--- config.mk ---
export PLATFORM = sky130hd
export DESIGN_NAME = mul_hazard_unit
export DESIGN_NICKNAME = d
export VERILOG_FILES = /design/src/rtl/mhz_pkg.sv /design/src/rtl/mhz_producer_track.sv /design/src/rtl/mhz_src_match.sv /design/src/rtl/mhz_verdict_merge.sv /design/src/rtl/mul_hazard_unit.sv
export SDC_FILE = /design/constraint.sdc
export NUM_CORES = 1
export LEC_CHECK = 0
export BUFFER_PORTS_ARGS = -buffer_cell sky130_fd_sc_hd__buf_2
export CORE_AREA = 10 10 47 49
export DETAILED_ROUTE_END_ITERATION = 6
export DIE_AREA = 0 0 57 59
export PLACE_DENSITY = 0.7
export SLEW_MARGIN = 20
export SYNTH_ARGS = -nofsm -noshare
export SYNTH_HDL_FRONTEND = slang
export SYNTH_SLANG_ARGS = --single-unit
--- constraint.sdc ---
create_clock -name clk -period 2 [get_ports clk]
set_input_delay 0.2 -clock clk [delete_from_list [all_inputs] [get_ports clk]]
set_output_delay 0.2 -clock clk [all_outputs]
set_load 0.05 [all_outputs]
--- src/rtl/mhz_pkg.sv ---
// Package: shared verdict encoding for the multiply interlock detector.
// Assumes: consumers only compare against the named values.
package mhz_pkg;
    typedef enum logic [1:0] {
        HIT_NONE  = 2'd0,
        HIT_STALL = 2'd1,
        HIT_FEED  = 2'd2
    } hit_e;
endpackage

--- src/rtl/mhz_producer_track.sv ---
// Module: records the multiply that has just entered Execute.
// Assumes: a stall turns the Execute slot into a bubble, and non-multiplies
// or program-counter destinations never need tracking.
module mhz_producer_track #(
    parameter int REG_W = 4
) (
    input  logic             clk,
    input  logic             rst_n,
    input  logic             id_valid,
    input  logic             id_is_mul,
    input  logic             id_has_dst,
    input  logic [REG_W-1:0] id_dst,
    input  logic             stall,
    output logic             prod_valid,
    output logic [REG_W-1:0] prod_dst
);
    localparam logic [REG_W-1:0] PC_REG = {REG_W{1'b1}};

    logic qualifies;

    // Decide whether the Decode instruction becomes a tracked producer.
    always_comb begin
        qualifies = id_valid && id_is_mul && id_has_dst && (id_dst != PC_REG);
    end

    // Advance the Execute-slot record; a stall leaves a bubble behind.
    always_ff @(posedge clk) begin
        if (!rst_n) begin
            prod_valid <= 1'b0;
            prod_dst   <= '0;
        end else if (stall) begin
            prod_valid <= 1'b0;
            prod_dst   <= prod_dst;
        end else begin
            prod_valid <= qualifies;
            prod_dst   <= id_dst;
        end
    end
endmodule

--- src/rtl/mhz_src_match.sv ---
// Module: classifies one source slot against the recorded producer.
// Assumes: only the accumulator slot of a multiply-accumulate, read late,
// may take the multiplier feedback path.
module mhz_src_match
    import mhz_pkg::*;
#(
    parameter int REG_W       = 4,
    parameter bit IS_ACC_SLOT = 1'b0
) (
    input  logic             prod_valid,
    input  logic [REG_W-1:0] prod_dst,
    input  logic             src_en,
    input  logic             src_late,
    input  logic [REG_W-1:0] src_reg,
    input  logic             id_is_mla,
    output hit_e             hit
);
    logic depends;
    logic feed_ok;

    // Detect a read of the in-flight product and pick stall or feedback.
    always_comb begin
        depends = prod_valid && src_en && (src_reg == prod_dst);
        feed_ok = IS_ACC_SLOT && id_is_mla && src_late;
        if (!depends)
            hit = HIT_NONE;
        else if (feed_ok)
            hit = HIT_FEED;
        else
            hit = HIT_STALL;
    end
endmodule

--- src/rtl/mhz_verdict_merge.sv ---
// Module: merges per-slot verdicts into the stall and feedback outputs.
// Assumes: any stalling slot wins over feedback; an invalid slot in Decode
// asks for nothing.
module mhz_verdict_merge #(
    parameter int NUM_SRC = 3
) (
    input  logic               id_valid,
    input  logic [NUM_SRC-1:0] stall_vec,
    input  logic [NUM_SRC-1:0] feed_vec,
    output logic               stall,
    output logic               acc_fwd_sel
);
    // Reduce the slot vectors to the two block outputs.
    always_comb begin
        stall       = id_valid && (|stall_vec);
        acc_fwd_sel = id_valid && !(|stall_vec) && (|feed_vec);
    end
endmodule

--- src/rtl/mul_hazard_unit.sv ---
// Module: top of the multiply result interlock detector.
// Assumes: the pipeline holds Decode while stall is high; the slot at
// index NUM_SRC-1 carries the accumulator or store data.
module mul_hazard_unit
    import mhz_pkg::*;
#(
    parameter int REG_W   = 4,
    parameter int NUM_SRC = 3
) (
    input  logic                     clk,
    input  logic                     rst_n,
    input  logic                     id_valid,
    input  logic                     id_is_mul,
    input  logic                     id_is_mla,
    input  logic                     id_has_dst,
    input  logic [REG_W-1:0]         id_dst,
    input  logic [NUM_SRC-1:0]       id_src_en,
    input  logic [NUM_SRC-1:0]       id_src_late,
    input  logic [NUM_SRC*REG_W-1:0] id_src_reg,
    output logic                     stall,
    output logic                     acc_fwd_sel
);
    localparam int ACC_SLOT = NUM_SRC - 1;

    logic               prod_valid;
    logic [REG_W-1:0]   prod_dst;
    logic [NUM_SRC-1:0] stall_vec;
    logic [NUM_SRC-1:0] feed_vec;

    mhz_producer_track #(.REG_W(REG_W)) u_track (
        .clk        (clk),
        .rst_n      (rst_n),
        .id_valid   (id_valid),
        .id_is_mul  (id_is_mul),
        .id_has_dst (id_has_dst),
        .id_dst     (id_dst),
        .stall      (stall),
        .prod_valid (prod_valid),
        .prod_dst   (prod_dst)
    );

    for (genvar s = 0; s < NUM_SRC; s++) begin : g_slot
        hit_e hit;
        mhz_src_match #(
            .REG_W       (REG_W),
            .IS_ACC_SLOT (s == ACC_SLOT)
        ) u_match (
            .prod_valid (prod_valid),
            .prod_dst   (prod_dst),
            .src_en     (id_src_en[s]),
            .src_late   (id_src_late[s]),
            .src_reg    (id_src_reg[s*REG_W +: REG_W]),
            .id_is_mla  (id_is_mla),
            .hit        (hit)
        );
        assign stall_vec[s] = (hit == HIT_STALL);
        assign feed_vec[s]  = (hit == HIT_FEED);
    end

    mhz_verdict_merge #(.NUM_SRC(NUM_SRC)) u_merge (
        .id_valid    (id_valid),
        .stall_vec   (stall_vec),
        .feed_vec    (feed_vec),
        .stall       (stall),
        .acc_fwd_sel (acc_fwd_sel)
    );
endmodule

==> results of run 1 <==
registers in the layout (all words and copies together) (netlist names):
| register | flops |
|---|---|
| u_track.prod_dst | 4 |
| u_track.prod_valid | 1 |
cell type report:
cell class	count	area, µm²
fillers	155	805
repair buffers	30	166
multi-input cells	38	284
clock buffers	4	26.3
flip-flops and latches	5	100
well taps	16	20.0
cells by family after synthesis:
kind of cell           Yosys count  synth area share, %
AND/OR/NAND/NOR                 19                 24.6
XOR/XNOR                        12                 27.5
AO/OA/AOI/OAI                    3                 10.2
flip-flops                       5                 26.2
buffers and inverters            1                0.983
multiplexers                     4                 10.5
worst paths after layout:
check / start / endpoint / slack [ns] / depth (start not counted)
worst min-delay path: id_dst[1] / u_track.prod_dst[1]$_SDFFE_PN0N_ / 0.22 / 3
worst max register to register: u_track.prod_dst[0]$_SDFFE_PN0N_ / u_track.prod_dst[0]$_SDFFE_PN0N_ / 0.37 / 6
worst min register to register: u_track.prod_dst[1]$_SDFFE_PN0N_ / u_track.prod_dst[1]$_SDFFE_PN0N_ / 0.54 / 2
worst max-delay path: u_track.prod_dst[2]$_SDFFE_PN0N_ / acc_fwd_sel / 0.15 / 7
layout by cell type (no fill, tap or decap), types with 2 or more instances in the layout:
master    instances
buf_2            25
buf_4             3
clkbuf_4          4
dfxtp_1           5
mux2i_1           4
nand2_1           9
nand3_1           4
nand4_1           3
xnor2_1          10
xor2_1            2
per-layer routing:
metal  up-vias  track usage [%]  part of all wire [%]
met5         -                0                     0
met4         0             5.03                     0
met3         0             3.86                   8.2
met2        16             12.1                    52
met1       183             7.04                    40
li1        223                -                     -
report_power, final:
part           leakage (nW)  switching (W)  internal [W]   total, W
Combinational         0.195      0.0000290     0.0000419  0.0000709
Clock                0.0150      0.0000414     0.0000754   0.000117
Sequential           0.0415     0.00000526      0.000105   0.000110
Total                 0.251      0.0000757      0.000222   0.000298
worst max-delay path: cells and delay by family (launching register included):
family | cells | cell delay (ns)
compound gates | 1 | 0.20
buf+inv | 2 | 0.41
simple gates | 3 | 0.38
xor+xnor | 1 | 0.11
flops | 1 | 0.31
through the flow:
| step | worst slack (ns) | cells | area [µm²] |
|---|---|---|---|
| after floorplan | 0.0458 | 44 | 388 |
| after global placement | 0.250 | 89 | 562 |
| after detailed placement | 0.233 | 89 | 562 |
| after CTS | 0.0270 | 93 | 591 |
| after global routing | 0.00315 | 93 | 597 |
| final | 0.146 | 93 | 597 |
what timing repair did:
action / CTS / global route
resized for setup: 1 / 2
setup buffers: 0 / 0
pin swaps: 0 / 1
hold buffers: 0 / 0
endpoints found under the setup margin: 1 / 2
==> reports/metrics.cfg, run 1 <==
[status]
status=finished, final reports clean

[sta]
setup_violations=0
fin_tns_setup_ns=0
fin_skew_ns=0.000322
timing.final.crit_share_pct=92.7
slew_headroom_pct=85.6
worst_pin_slew_ns=0.215
drv_slew=0
fmax_ghz=0.539
period_needed_ns=1.85
finalHoldViolations=0
rsz0062_at_grt=no
hold_slack_ns=0.222

[synthesis]
synth_most_common_cell=xnor2_1
yosysWarnings=0
ys.flop_type=dfxtp_1
synth_edf_count=0
synth_top_area_share_pct=26.2
synthArstFlopShare_pct=0
syn-cell-area_um2=382
synthTopCellsByArea=dfxtp_1 26%, xnor2_1 23%, mux2i_1 10%
avgSynthCellArea_um2=8.67
yosysUniqueCellTypes=14
synth_seq_cells=5
ys_seq_area_share_pct=26.2
syn_nets=72
synthCells=44
yosys-top-cells-count=10 x xnor2_1, 9 x nand2_1, 5 x dfxtp_1
synth_top_area_cell=dfxtp_1

[detailed_routing]
routed_wl_mm=1.17
drt_pre_antenna_iters=3
post_drt_wl_per_cell_um=12.5
vias_per_cell=4.54
dr.first_iter.drc_count=6
ant_nets=0
num_vias=422
drcViolationCount=0

[clocking]
clockBufferDepth=2
cts.sinks=5
clk_pin_slew_ns=0.04
htreeDepth=1
cts_tree=yes
clock_latency_ns=0.24
cts-root-buf=clkbuf_4
numCtsBuffers=3

[setup_path]
crit_path_max_incr_delay_ns=0.31
crit_fanout=3
crit_slowest_cell=dfxtp_1
cp.required_ns=1.80
critical_path.cell_chain=buf_4 -> xnor2_1 -> nand3_1 -> o22a_1 -> nand2_1 -> nor4_2 -> clkbuf_4
critPathCaptureType=output pin
crit_type=register to output pin
cp.arrival_ns=1.65
startpoint_type=register

[placement]
place_hpwl_mm=1.07
io_buffers=27
gp_congestion=0.675

[die]
die_x_um=57
core_um2=1400
rows=14
die_h_um=59
die_area_um2=3360
initial_core_util_pct=27.2
io_pins=30

[pwr]
p_leak_nw=0.251
p_total_w=0.000298
p_per_area_nw_per_um2=499
ir_drop_v=0.000266

[worst_hold_path]
hold_path.class=input pin to register

[global_route]
first_global_vias=507
grt_overflow=0
grt_first_pass_wirelength_mm=1.93
grtUsageTotal_pct=7.36
grt_start_max_net_pins=10
antenna_found_initial=0

[final_layout]
syn2layout_area_growth_pct=56.4
drive_gt1_share_pct=45.5
fin_nets=106
fin_util_pct=42.6
num_antenna_cells=0

[run]
maxCapViolCount=0

Note: power is estimated with default switching activity, not from simulation.
==> inputs of run 2 (changes only) <==
CTS_BUF_LIST = sky130_fd_sc_hd__clkbuf_2   (was not set)
==> run 2 against run 1 <==
Fmax increased by 0.89%. Global-route usage unchanged. Combinational power about the same. First-iteration DRC count decreased by 50%. Non-clock buffer count unchanged. Sequential power about the same. Wire length decreased by 0.52%. Flip-flop and latch count unchanged. Critical path type unchanged. Critical endpoint unchanged. Largest power group is now sequential cells.
==> reports/metrics.cfg, run 2 (synthesized netlist as in run 1, its figures left out) <==
[status]
status=finished, final reports clean

[clocking]
htreeDepth=1
numCtsBuffers=3
clock_latency_ns=0.22
cts_tree=yes
cts.sinks=5
clockBufferDepth=2
cts-root-buf=clkbuf_2
clk_pin_slew_ns=0.06

[worst_hold_path]
hold_path.class=input pin to register
min_path_cells=3

[pwr]
switching_share_pct=27.8
p_per_area_nw_per_um2=468
p_leak_nw=0.253
p_seq_share_pct=39.8
ir_drop_v=0.000226
clkPwrFrac_pct=34.5
internal_power_w=0.000200
p_comb_share_pct=25.7
switching_power_w=0.0000767

[global_route]
antenna_found_initial=0
first_global_vias=507
grt_first_pass_wirelength_mm=1.93
grtUsageTotal_pct=7.36
grt_overflow=0
grt_start_max_net_pins=10

[die]
die_area_um2=3360
die_h_um=59
rows=14
die_x_um=57
initial_core_util_pct=27.2
io_pins=30
core_um2=1400

[sta]
slew_headroom_pct=85.6
finalHoldViolations=0
period_needed_ns=1.84
timing.final.crit_share_pct=91.9
rsz0062_at_grt=no
hold_slack_ns=0.240
fin_skew_ns=0.000402
fin_tns_setup_ns=0
drv_slew=0
fmax_ghz=0.544
setup_slack_ns=0.162
worst_pin_slew_ns=0.215
setup_violations=0

[setup_path]
crit_fanout=3
startpoint_type=register
reg2reg_depth=6
crit_type=register to output pin
cp.required_ns=1.80
critPathCaptureType=output pin
cp.arrival_ns=1.64

[detailed_routing]
post_drt_wl_per_cell_um=12.5
ant_nets=0
drcViolationCount=0
drt_pre_antenna_iters=3
dr.first_iter.drc_count=3
num_vias=430
vias_per_cell=4.62
routed_wl_mm=1.16

[final_layout]
fin_util_pct=42.1
reg_top3=u_track.prod_dst (4), u_track.prod_valid (1)
num-fill-cells=156
layout_commonest_cell=buf_2
fin_nets=106
drive_gt1_share_pct=46.8
regMostFlops=u_track.prod_dst
num_antenna_cells=0
multi_input_area_um2=284
regArea_um2=100
final_cell_mix=25 x buf_2, 10 x xnor2_1, 9 x nand2_1
syn2layout_area_growth_pct=54.8
largest_reg_flops=4

[placement]
gp_congestion=0.675
place_ws_ns=0.233
place_hpwl_mm=1.07
io_buffers=27

[run]
maxCapViolCount=0

==> run 2: layer usage <==
layer | vias up | wire length (µm) | GRT usage (%) | share of wire, %
met5 | - | 0 | 0 | 0
met2 | 19 | 580 | 12.1 | 50
li1 | 223 | - | - | -
met4 | 0 | 22 | 5.03 | 1.9
met1 | 185 | 457 | 7.04 | 39
met3 | 3 | 100 | 3.86 | 8.6
==> run 2: final cells by class <==
cell class	count	area share [%]
clock buffer	4	3.39
multi-input combinational	38	48.1
sequential	5	16.9
tap	16	3.39
timing repair buffer	30	28.2
==> run 2: worst max-delay path: stages (launching register included) <==
cell and delay, ns:
dfxtp_1 0.32, buf_4 0.14, xnor2_1 0.11, nand3_1 0.08, o22a_1 0.20, nand2_1 0.10
nor4_2 0.20, clkbuf_4 0.27
==> run 2: final timing paths <==
path / start / end / slack (ns)
setup reg to reg: u_track.prod_dst[0]$_SDFFE_PN0N_ / u_track.prod_dst[0]$_SDFFE_PN0N_ / 0.38
hold reg to reg: u_track.prod_dst[1]$_SDFFE_PN0N_ / u_track.prod_dst[1]$_SDFFE_PN0N_ / 0.54
hold / removal: id_dst[1] / u_track.prod_dst[1]$_SDFFE_PN0N_ / 0.24
setup / recovery: u_track.prod_dst[2]$_SDFFE_PN0N_ / acc_fwd_sel / 0.16
==> run 2: power by group through the flow <==
stage | logic [W] | clock network (W) | registers [W]
floorplan | 0.0000349 | 0 | 0.000113
global placement | 0.0000691 | 0 | 0.000112
detailed placement | 0.0000715 | 0 | 0.000112
CTS | 0.0000720 | 0.000101 | 0.000110
global route | 0.0000787 | 0.000106 | 0.000111
finish | 0.0000709 | 0.0000954 | 0.000110
==> run 2: through the flow <==
stage,cell area (µm²),instances,total power [W]
global placement,562,89,0.000182
floorplan,388,44,0.000147
finish,591,93,0.000276
detailed placement,562,89,0.000184
CTS,584,93,0.000283
global route,591,93,0.000296
==> run 2: repair_timing <==
item | CTS | global route
hold buffers | 0 | 0
resized for setup | 1 | 2
setup endpoints to repair | 1 | 2
pin swaps | 0 | 1
setup buffers | 0 | 0
